<file path="src/rtl/lrsc_pkg.sv">
package lrsc_pkg;
  localparam int STW = 2;

  typedef enum logic [STW-1:0] {
    ST_OK       = 2'd0,
    ST_NORESV   = 2'd1,
    ST_MISMATCH = 2'd2,
    ST_KILLED   = 2'd3
  } sc_stat_e;

  typedef struct packed {
    logic       commit;
    sc_stat_e   status;
  } sc_verdict_t;
endpackage

</file>
<file path="src/rtl/lrsc_blk_cmp.sv">
module lrsc_blk_cmp #(
  parameter int AW  = 16,
  parameter int OFS = 4
) (
  input  logic [AW-1:0] a,
  input  logic [AW-1:0] b,
  output logic          same_blk
);
  localparam logic [AW-1:0] BLK_MASK = {AW{1'b1}} << OFS;

  // offset bits are masked out of the comparison
  assign same_blk = ((a ^ b) & BLK_MASK) == '0;
endmodule

</file>
<file path="src/rtl/lrsc_kill_unit.sv">
module lrsc_kill_unit #(
  parameter int AW  = 16,
  parameter int OFS = 4,
  parameter int NSNP = 2
) (
  input  logic [NSNP-1:0]         snp_vld,
  input  logic [NSNP-1:0][AW-1:0] snp_addr,
  input  logic [AW-1:0]           resv_addr,
  input  logic                    irq_clr,
  input  logic                    ctx_clr,
  output logic                    kill
);
  logic [NSNP-1:0] hit;

  // one block comparator per snoop source
  for (genvar i = 0; i < NSNP; i++) begin : g_snp
    logic m;
    lrsc_blk_cmp #(.AW(AW), .OFS(OFS)) u_cmp (
      .a(snp_addr[i]), .b(resv_addr), .same_blk(m)
    );
    assign hit[i] = snp_vld[i] & m;
  end

  // asynchronous-to-the-program clears
  assign kill = (|hit) | irq_clr | ctx_clr;
endmodule

</file>
<file path="src/rtl/lrsc_resv_reg.sv">
module lrsc_resv_reg #(
  parameter int AW = 16
) (
  input  logic          clk,
  input  logic          rst,
  input  logic          arm,
  input  logic [AW-1:0] arm_addr,
  input  logic          drop,
  output logic          valid,
  output logic [AW-1:0] addr
);
  // arming takes precedence over a drop in the same cycle
  always_ff @(posedge clk) begin
    if (rst) begin
      valid <= 1'b0;
      addr  <= '0;
    end else if (arm) begin
      valid <= 1'b1;
      addr  <= arm_addr;
    end else if (drop) begin
      valid <= 1'b0;
    end
  end
endmodule

</file>
<file path="src/rtl/lrsc_resv_monitor.sv">
module lrsc_resv_monitor
  import lrsc_pkg::*;
#(
  parameter int AW  = 16,
  parameter int OFS = 4
) (
  input  logic          clk,
  input  logic          rst,
  input  logic          lr_valid,
  input  logic [AW-1:0] lr_addr,
  input  logic          sc_valid,
  input  logic [AW-1:0] sc_addr,
  input  logic          snp_wr_valid,
  input  logic [AW-1:0] snp_wr_addr,
  input  logic          snp_inv_valid,
  input  logic [AW-1:0] snp_inv_addr,
  input  logic          irq_clr,
  input  logic          ctx_clr,
  output logic          sc_done,
  output logic          sc_commit,
  output logic [STW-1:0] sc_status
);
  localparam int NSNP = 2;

  logic                    rv_valid;
  logic [AW-1:0]           rv_addr;
  logic                    kill_now;
  logic                    sc_match;
  logic [NSNP-1:0]         snp_vld;
  logic [NSNP-1:0][AW-1:0] snp_addr;
  sc_verdict_t             verdict;

  assign snp_vld  = {snp_inv_valid, snp_wr_valid};
  assign snp_addr = {snp_inv_addr, snp_wr_addr};

  lrsc_kill_unit #(.AW(AW), .OFS(OFS), .NSNP(NSNP)) u_kill (
    .snp_vld(snp_vld), .snp_addr(snp_addr), .resv_addr(rv_addr),
    .irq_clr(irq_clr), .ctx_clr(ctx_clr), .kill(kill_now)
  );

  lrsc_blk_cmp #(.AW(AW), .OFS(OFS)) u_sc_cmp (
    .a(sc_addr), .b(rv_addr), .same_blk(sc_match)
  );

  // any SC drops the reservation; R3-R5 via kill
  lrsc_resv_reg #(.AW(AW)) u_resv (
    .clk(clk), .rst(rst),
    .arm(lr_valid), .arm_addr(lr_addr),
    .drop(sc_valid | kill_now),
    .valid(rv_valid), .addr(rv_addr)
  );

  // status precedence no-reservation, mismatch, killed
  always_comb begin
    verdict = '{commit: 1'b0, status: ST_OK};
    if (!rv_valid)      verdict.status = ST_NORESV;
    else if (!sc_match) verdict.status = ST_MISMATCH;
    else if (kill_now)  verdict.status = ST_KILLED;
    else                verdict.commit = 1'b1;
  end

  // registered result, zero outside result cycles
  always_ff @(posedge clk) begin
    if (rst) begin
      sc_done   <= 1'b0;
      sc_commit <= 1'b0;
      sc_status <= '0;
    end else begin
      sc_done   <= sc_valid;
      sc_commit <= sc_valid & verdict.commit;
      sc_status <= sc_valid ? verdict.status : ST_OK;
    end
  end
endmodule

</file>
<file path="config.mk">
export PLATFORM = sky130hd
export DESIGN_NAME = lrsc_resv_monitor
export DESIGN_NICKNAME = d
export VERILOG_FILES = /design/src/rtl/lrsc_pkg.sv /design/src/rtl/lrsc_blk_cmp.sv /design/src/rtl/lrsc_kill_unit.sv /design/src/rtl/lrsc_resv_reg.sv /design/src/rtl/lrsc_resv_monitor.sv
export SDC_FILE = /design/constraint.sdc
export NUM_CORES = 1
export LEC_CHECK = 0
export BUFFER_PORTS_ARGS = -buffer_cell sky130_fd_sc_hd__buf_2
export CAP_MARGIN = 20
export CORE_MARGIN = 4
export CORE_UTILIZATION = 42
export DETAILED_ROUTE_END_ITERATION = 7
export PLACE_DENSITY = 0.83
export SLEW_MARGIN = 30
export SYNTH_ARGS = -nofsm -noshare
export SYNTH_HDL_FRONTEND = slang
export SYNTH_SLANG_ARGS = --single-unit
</file>
<file path="constraint.sdc">
create_clock -name clk -period 2 [get_ports clk]
set_input_delay 0.3 -clock clk [delete_from_list [all_inputs] [get_ports clk]]
set_output_delay 0.3 -clock clk [all_outputs]
set_load 0.005 [all_outputs]
</file>
==> results.json, run 1 <==
{
  "max_stage_delay_ns": 0.44,
  "cts_made_buffers": 3,
  "power_frac_seq": 0.506,
  "clockBufferDepth": 2,
  "clock_sinks": 17,
  "drc": 0,
  "drt-initial-drc-count": 3,
  "dieArea_um2": 3230,
  "slew_violations": 0,
  "reg2regPathDepth": 5,
  "wl_per_cell_um": 13.1,
  "syn_inst": 107,
  "layout-drive-gt1-share": 0.395,
  "crit_required_ns": 2.19,
  "final_area_um2": 1350,
  "place_congestion": 0.727,
  "start_kind": "register",
  "synth_seq_cells": 17,
  "end_kind": "register",
  "post-route-period-util": 0.732,
  "hold_ws_ns": 0.243,
  "vias": 944,
  "critPathBufInv": 0,
  "cp_top_family": "simple AND/OR/NAND/NOR gates",
  "numPortBuffers": 59,
  "ys_seq_area_frac": 0.340,
  "clk_latency_ns": 0.28,
  "fin_nets": 240,
  "fill_cells": 199,
  "rows": 17,
  "p_per_area_nw_per_um2": 558,
  "overflow": 0,
  "dr.pass1.iters": 2,
  "worstReg2RegStart": "u_resv.addr[15]",
  "critPathArrivalTime_ns": 1.65,
  "clock_skew_ns": 0.00313,
  "ctsResizeCount": 0,
  "rsz0062_at_grt": "no",
  "timing.rr.end": "u_resv.valid",
  "finalPower_mw": 0.751,
  "crit_path_cell_trace": "xnor2_1, nand4_1, nor4_2, nor4_2, a22o_1",
  "crit_slowest_cell": "dfxtp_1",
  "switching_share": 0.278,
  "cts_root_buf": "clkbuf_4",
  "worstMarginPinSlew_ns": 0.401,
  "grt_max_degree": 16,
  "place_area_um2": 1320,
  "yosys.area.top_type": "dfxtp_1",
  "mostFrequentLayoutCells": "buf_2, xnor2_1, dfxtp_1",
  "period_minus_slack_ns": 1.46,
  "antenna_found_initial": 0,
  "routed_wl_mm": 2.55,
  "grt_pass1_vias": 981,
  "outcome": "complete, no violations",
  "crit_end": "u_resv.valid",
  "max_freq_mhz": 683,
  "p_leak_nw": 0.592,
  "start_util": 0.448,
  "core_um2": 2230,
  "cts_setup_buffers": 0,
  "syn_area_um2": 1000,
  "combPwrFrac": 0.248,
  "synthDominantCellAreaShare": 0.340,
  "p_sw_mw": 0.209,
  "final_common_cell": "buf_2",
  "die_h_um": 56.8,
  "via_per_inst": 4.84,
  "cp_common_cell": "nor4_2",
  "clkPwrFrac": 0.245,
  "die_w_um": 56.8,
  "track_usage": 0.165,
  "synth.area.top_cells": "dfxtp_1, xnor2_1, mux2i_1",
  "io_pins": 76,
  "grt_pass1_wl_mm": 4.19,
  "cap_violations": 0,
  "finalSetupViolations": 0,
  "regToRegSetupSlack_ns": 0.54,
  "final_core_util": 0.603,
  "n_antenna_cell": 0,
  "ant_nets": 0,
  "critPathKind": "reg -> reg",
  "cts.reportedPaths.clkPinSlew_ns": 0.10,
  "synth_cell_types": 17,
  "path_max_fanout": 4,
  "internal_power_mw": 0.542,
  "h-tree-depth": 1,
  "setup_tns_ns": 0,
  "synth_nets": 179,
  "finalHoldViolCount": 0,
  "synth_warnings": 0,
  "syn2layout_area_growth_pct": 34.5,
  "max-slew-margin-rel": 0.732,
  "peakVddDrop_v": 0.000389,
  "syn-mean-instance-area_um2": 9.35,
  "holdCritPathClass": "in -> reg",
  "hold_buffers": 0,
  "startpoint": "u_resv.addr[15]",
  "worst-path-stages": 5,
  "cts_tree": "done"
}
worst register-to-register path: cells and delay by family (launching register included):
kind / cells / cell delay, ns
AOI/OAI and AO/OA: 1 / 0.19
and+or+nand+nor: 3 / 0.59
DFF: 1 / 0.44
xor gates and xnor gates: 1 / 0.15
cell families after synthesis:
kind of cell,after synthesis,share of synthesized area
AO/OA/AOI/OAI,4,0.0237
XOR/XNOR,36,0.315
buffers and inverters,5,0.0200
flip-flops,17,0.340
multiplexers,12,0.120
AND/OR/NAND/NOR,33,0.181
power by group through the flow:
stage / Clock [mW] / Sequential [mW] / Combinational, mW
floorplan: 0 / 0.384 / 0.110
global placement: 0 / 0.387 / 0.183
detailed placement: 0 / 0.388 / 0.188
CTS: 0.185 / 0.380 / 0.189
global route: 0.205 / 0.383 / 0.208
finish: 0.184 / 0.380 / 0.187
layout make-up:
cell class / instances / area (um^2) / share of cell area
Clock buffer: 3 / 22.5 / 0.0167
Tap cell: 28 / 35.0 / 0.0260
Clock inverter: 1 / 5.00 / 0.00372
Timing Repair Buffer: 59 / 295 / 0.219
Multi-Input combinational cell: 85 / 641 / 0.476
Inverter: 2 / 7.51 / 0.00558
Sequential cell: 17 / 340 / 0.253
cells in the mapped netlist:
master / number
a21oi_1: 2
a22o_1: 1
and3b_1: 1
buf_2: 1
clkbuf_1: 2
dfxtp_1: 17
inv_1: 2
mux2i_1: 12
nand2_1: 3
nand3_1: 2
nand4_1: 7
nor2_1: 13
nor2b_1: 1
nor3_1: 3
nor4_2: 3
o21ai_0: 1
xnor2_1: 36
state kept, by name, summed over array words and instances (netlist names):
name	cells
u_resv.addr	12
sc_status	2
sc_commit	1
sc_done	1
u_resv.valid	1
worst min-delay path by stage:
stage            startpoint             end  slack [ns]  cells after the start
2_1_floorplan           rst  u_resv.addr[4]        0.37                      1
3_3_place_gp   u_resv.valid    sc_status[1]        0.44                      2
3_5_place_dp   u_resv.valid    sc_status[1]        0.46                      2
4_1_cts          lr_addr[4]  u_resv.addr[4]        0.25                      3
5_1_grt          lr_addr[9]  u_resv.addr[9]        0.25                      3
6_report         lr_addr[4]  u_resv.addr[4]        0.24                      3
per-stage QoR:
| stage | cells | setup slack [ns] |
|---|---|---|
| after global routing | 195 | 0.408 |
| after detailed placement | 191 | 0.538 |
| after CTS | 195 | 0.527 |
| after global placement | 191 | 0.557 |
| after floorplan | 107 | 0.687 |
| final | 195 | 0.536 |
metal layers:
layer	track usage	part of all wire	up-vias	wire length (um)
li1	-	-	479	-
met1	0.183	0.40	418	1010
met2	0.281	0.49	39	1250
met3	0.0460	0.085	8	216
met4	0.0927	0.028	0	72
met5	0	0	-	0
No activity file was read; power rests on OpenSTA's default activity.
==> run 2, diff against run 1 <==
--- a/config.mk
+++ b/config.mk
@@ -8,9 +8,9 @@
 export BUFFER_PORTS_ARGS = -buffer_cell sky130_fd_sc_hd__buf_2
 export CAP_MARGIN = 20
 export CORE_MARGIN = 4
-export CORE_UTILIZATION = 42
+export CORE_UTILIZATION = 39
 export DETAILED_ROUTE_END_ITERATION = 7
-export PLACE_DENSITY = 0.83
+export PLACE_DENSITY = 0.78
 export SLEW_MARGIN = 30
 export SYNTH_ARGS = -nofsm -noshare
 export SYNTH_HDL_FRONTEND = slang
==> constraint.sdc (replaced) <==
create_clock -name clk -period 1.4 [get_ports clk]
set_input_delay 0.21 -clock clk [delete_from_list [all_inputs] [get_ports clk]]
set_output_delay 0.21 -clock clk [all_outputs]
set_load 0.005 [all_outputs]
==> run 2 against run 1 <==
Non-clock buffer count up 13. Sequential cell count is the same. Maximum frequency rose by 5.1%. Worst hold slack lost 0.093 ns. Sequential power grew 42%. Design area rose by 14%. Utilization grew 2.3 points. Die area grew 6.6%. Setup slack got worse by 0.53 ns. Combinational power rose by 76%. Critical endpoint unchanged. Highest routed layer unchanged.
==> results.json, run 2 (synthesis gave the netlist of run 1 again) <==
{
  "finalSetupViolations": 0,
  "clk_latency_ns": 0.29,
  "drc": 0,
  "max_stage_delay_ns": 0.34,
  "largest-register": "u_resv.addr",
  "core_um2": 2450,
  "antenna_found_initial": 0,
  "critPathArrivalTime_ns": 1.58,
  "routed_wl_mm": 2.75,
  "numPortBuffers": 59,
  "rows": 18,
  "start_util": 0.408,
  "fin_nets": 253,
  "max_freq_mhz": 718,
  "largest_reg_flops": 12,
  "finalHoldViolCount": 0,
  "fill_cells": 205,
  "post-route-period-util": 0.995,
  "grt_pass1_wl_mm": 4.56,
  "crit_required_ns": 1.59,
  "track_usage": 0.174,
  "clock_skew_ns": 0.00950,
  "via_per_inst": 4.80,
  "n_antenna_cell": 0,
  "io_pins": 76,
  "mostFrequentLayoutCells": "buf_2, xnor2_1, nor2_1",
  "multiInputGateArea_um2": 711,
  "peakVddDrop_v": 0.000584,
  "syn2layout_area_growth_pct": 53.5,
  "place_area_um2": 1400,
  "final_area_um2": 1540,
  "start_kind": "register",
  "worst-path-stages": 6,
  "reg2regPathDepth": 6,
  "dr.pass1.iters": 2,
  "max-slew-margin-rel": 0.748,
  "whs_path_depth": 3,
  "dieArea_um2": 3440,
  "drt-initial-drc-count": 8,
  "path_max_fanout": 3,
  "timing.rr.end": "u_resv.valid",
  "rsz0062_at_grt": "yes",
  "crit_end": "u_resv.valid",
  "crit_slowest_cell": "dfxtp_1",
  "p_per_area_nw_per_um2": 737,
  "cts_tree": "done",
  "end_kind": "register",
  "h-tree-depth": 1,
  "worstReg2RegStart": "u_resv.addr[8]",
  "vias": 1008,
  "cp_top_family": "simple AND/OR/NAND/NOR gates",
  "grt_pass1_vias": 1105,
  "cap_violations": 0,
  "startpoint": "u_resv.addr[8]",
  "p_leak_nw": 0.713,
  "cts.reportedPaths.clkPinSlew_ns": 0.10,
  "clock_sinks": 17,
  "die_h_um": 58.7,
  "critPathBufInv": 1,
  "ant_nets": 0,
  "die_w_um": 58.7,
  "crit_path_cell_trace": "buf_4, xnor2_1, nand2_1, nor4_4, nor4_2, a22o_1",
  "period_minus_slack_ns": 1.39,
  "clockBufferDepth": 2,
  "final_core_util": 0.626,
  "grt_max_degree": 16,
  "cts_made_buffers": 3,
  "wl_per_cell_um": 13.1,
  "critPathKind": "reg -> reg",
  "holdCritPathClass": "in -> reg",
  "cts_root_buf": "clkbuf_4",
  "slew_violations": 0,
  "worstMarginPinSlew_ns": 0.378,
  "place.detailed.hpwl_mm": 2.31,
  "hold_buffers": 0,
  "layout-drive-gt1-share": 0.533,
  "outcome": "complete, no violations",
  "final_common_cell": "buf_2",
  "overflow": 0,
  "regToRegSetupSlack_ns": 0.008,
  "ff_latch_area_um2": 358,
  "place_congestion": 0.781,
  "reg_top3": "u_resv.addr x12, sc_status x2"
}
run 2: cell types whose count changed in the layout (fill, tap and decap cells not counted), sizes merged:
cell and delta:
buf +13, clkinv -1, clkbuf +1
run 2: repair_timing:
item                       CTS  global route
setup endpoints to repair    3             4
pin swaps                    3             7
buffers inserted             2             1
resized for setup           13            10
run 2: routing by layer:
layer | track usage | vias up | share of wire
li1 | - | 507 | -
met3 | 0.0439 | 6 | 0.083
met4 | 0.0971 | 0 | 0.022
met5 | 0 | - | 0
met2 | 0.293 | 40 | 0.50
met1 | 0.199 | 455 | 0.40
run 2: worst min-delay path by stage:
stage	startpoint	endpoint	slack [ns]
after global routing	lr_addr[9]	u_resv.addr[9]	0.15
after detailed placement	u_resv.valid	sc_status[1]	0.45
after floorplan	rst	u_resv.addr[4]	0.28
final	lr_addr[6]	u_resv.addr[6]	0.15
after global placement	u_resv.valid	sc_status[1]	0.44
after CTS	lr_addr[14]	u_resv.addr[14]	0.14
run 2: layout make-up:
type                            instances  share of cell area
Multi-Input combinational cell         85               0.463
Sequential cell                        17               0.233
Clock buffer                            4              0.0171
Tap cell                               30              0.0244
Timing Repair Buffer                   72               0.258
Inverter                                2             0.00489
run 2: power by group:
part,internal (mW),switching [mW]
combinational,0.196,0.134
sequential,0.511,0.0293
clock,0.111,0.151
run 2: worst reg2reg max path, delay by kind of cell, from the launching register on:
family | cells | cell delay, ns
and+or+nand+nor | 3 | 0.45
DFF | 1 | 0.34
AOI/OAI and AO/OA | 1 | 0.18
buffers and inverters | 1 | 0.15
xor gates and xnor gates | 1 | 0.15
run 2: through the flow:
stage | power [mW] | worst slack, ns | std cells | hold WS (ns) | TNS, ns
after floorplan | 0.705 | 0.0866 | 107 | 0.282 | 0
after global placement | 0.838 | -0.0155 | 203 | 0.438 | -0.0294
after detailed placement | 0.849 | -0.0316 | 203 | 0.453 | -0.0598
after CTS | 1.13 | 0.00593 | 209 | 0.142 | 0
after global routing | 1.19 | -0.108 | 210 | 0.152 | -0.363
final | 1.13 | 0.00763 | 210 | 0.150 | 0
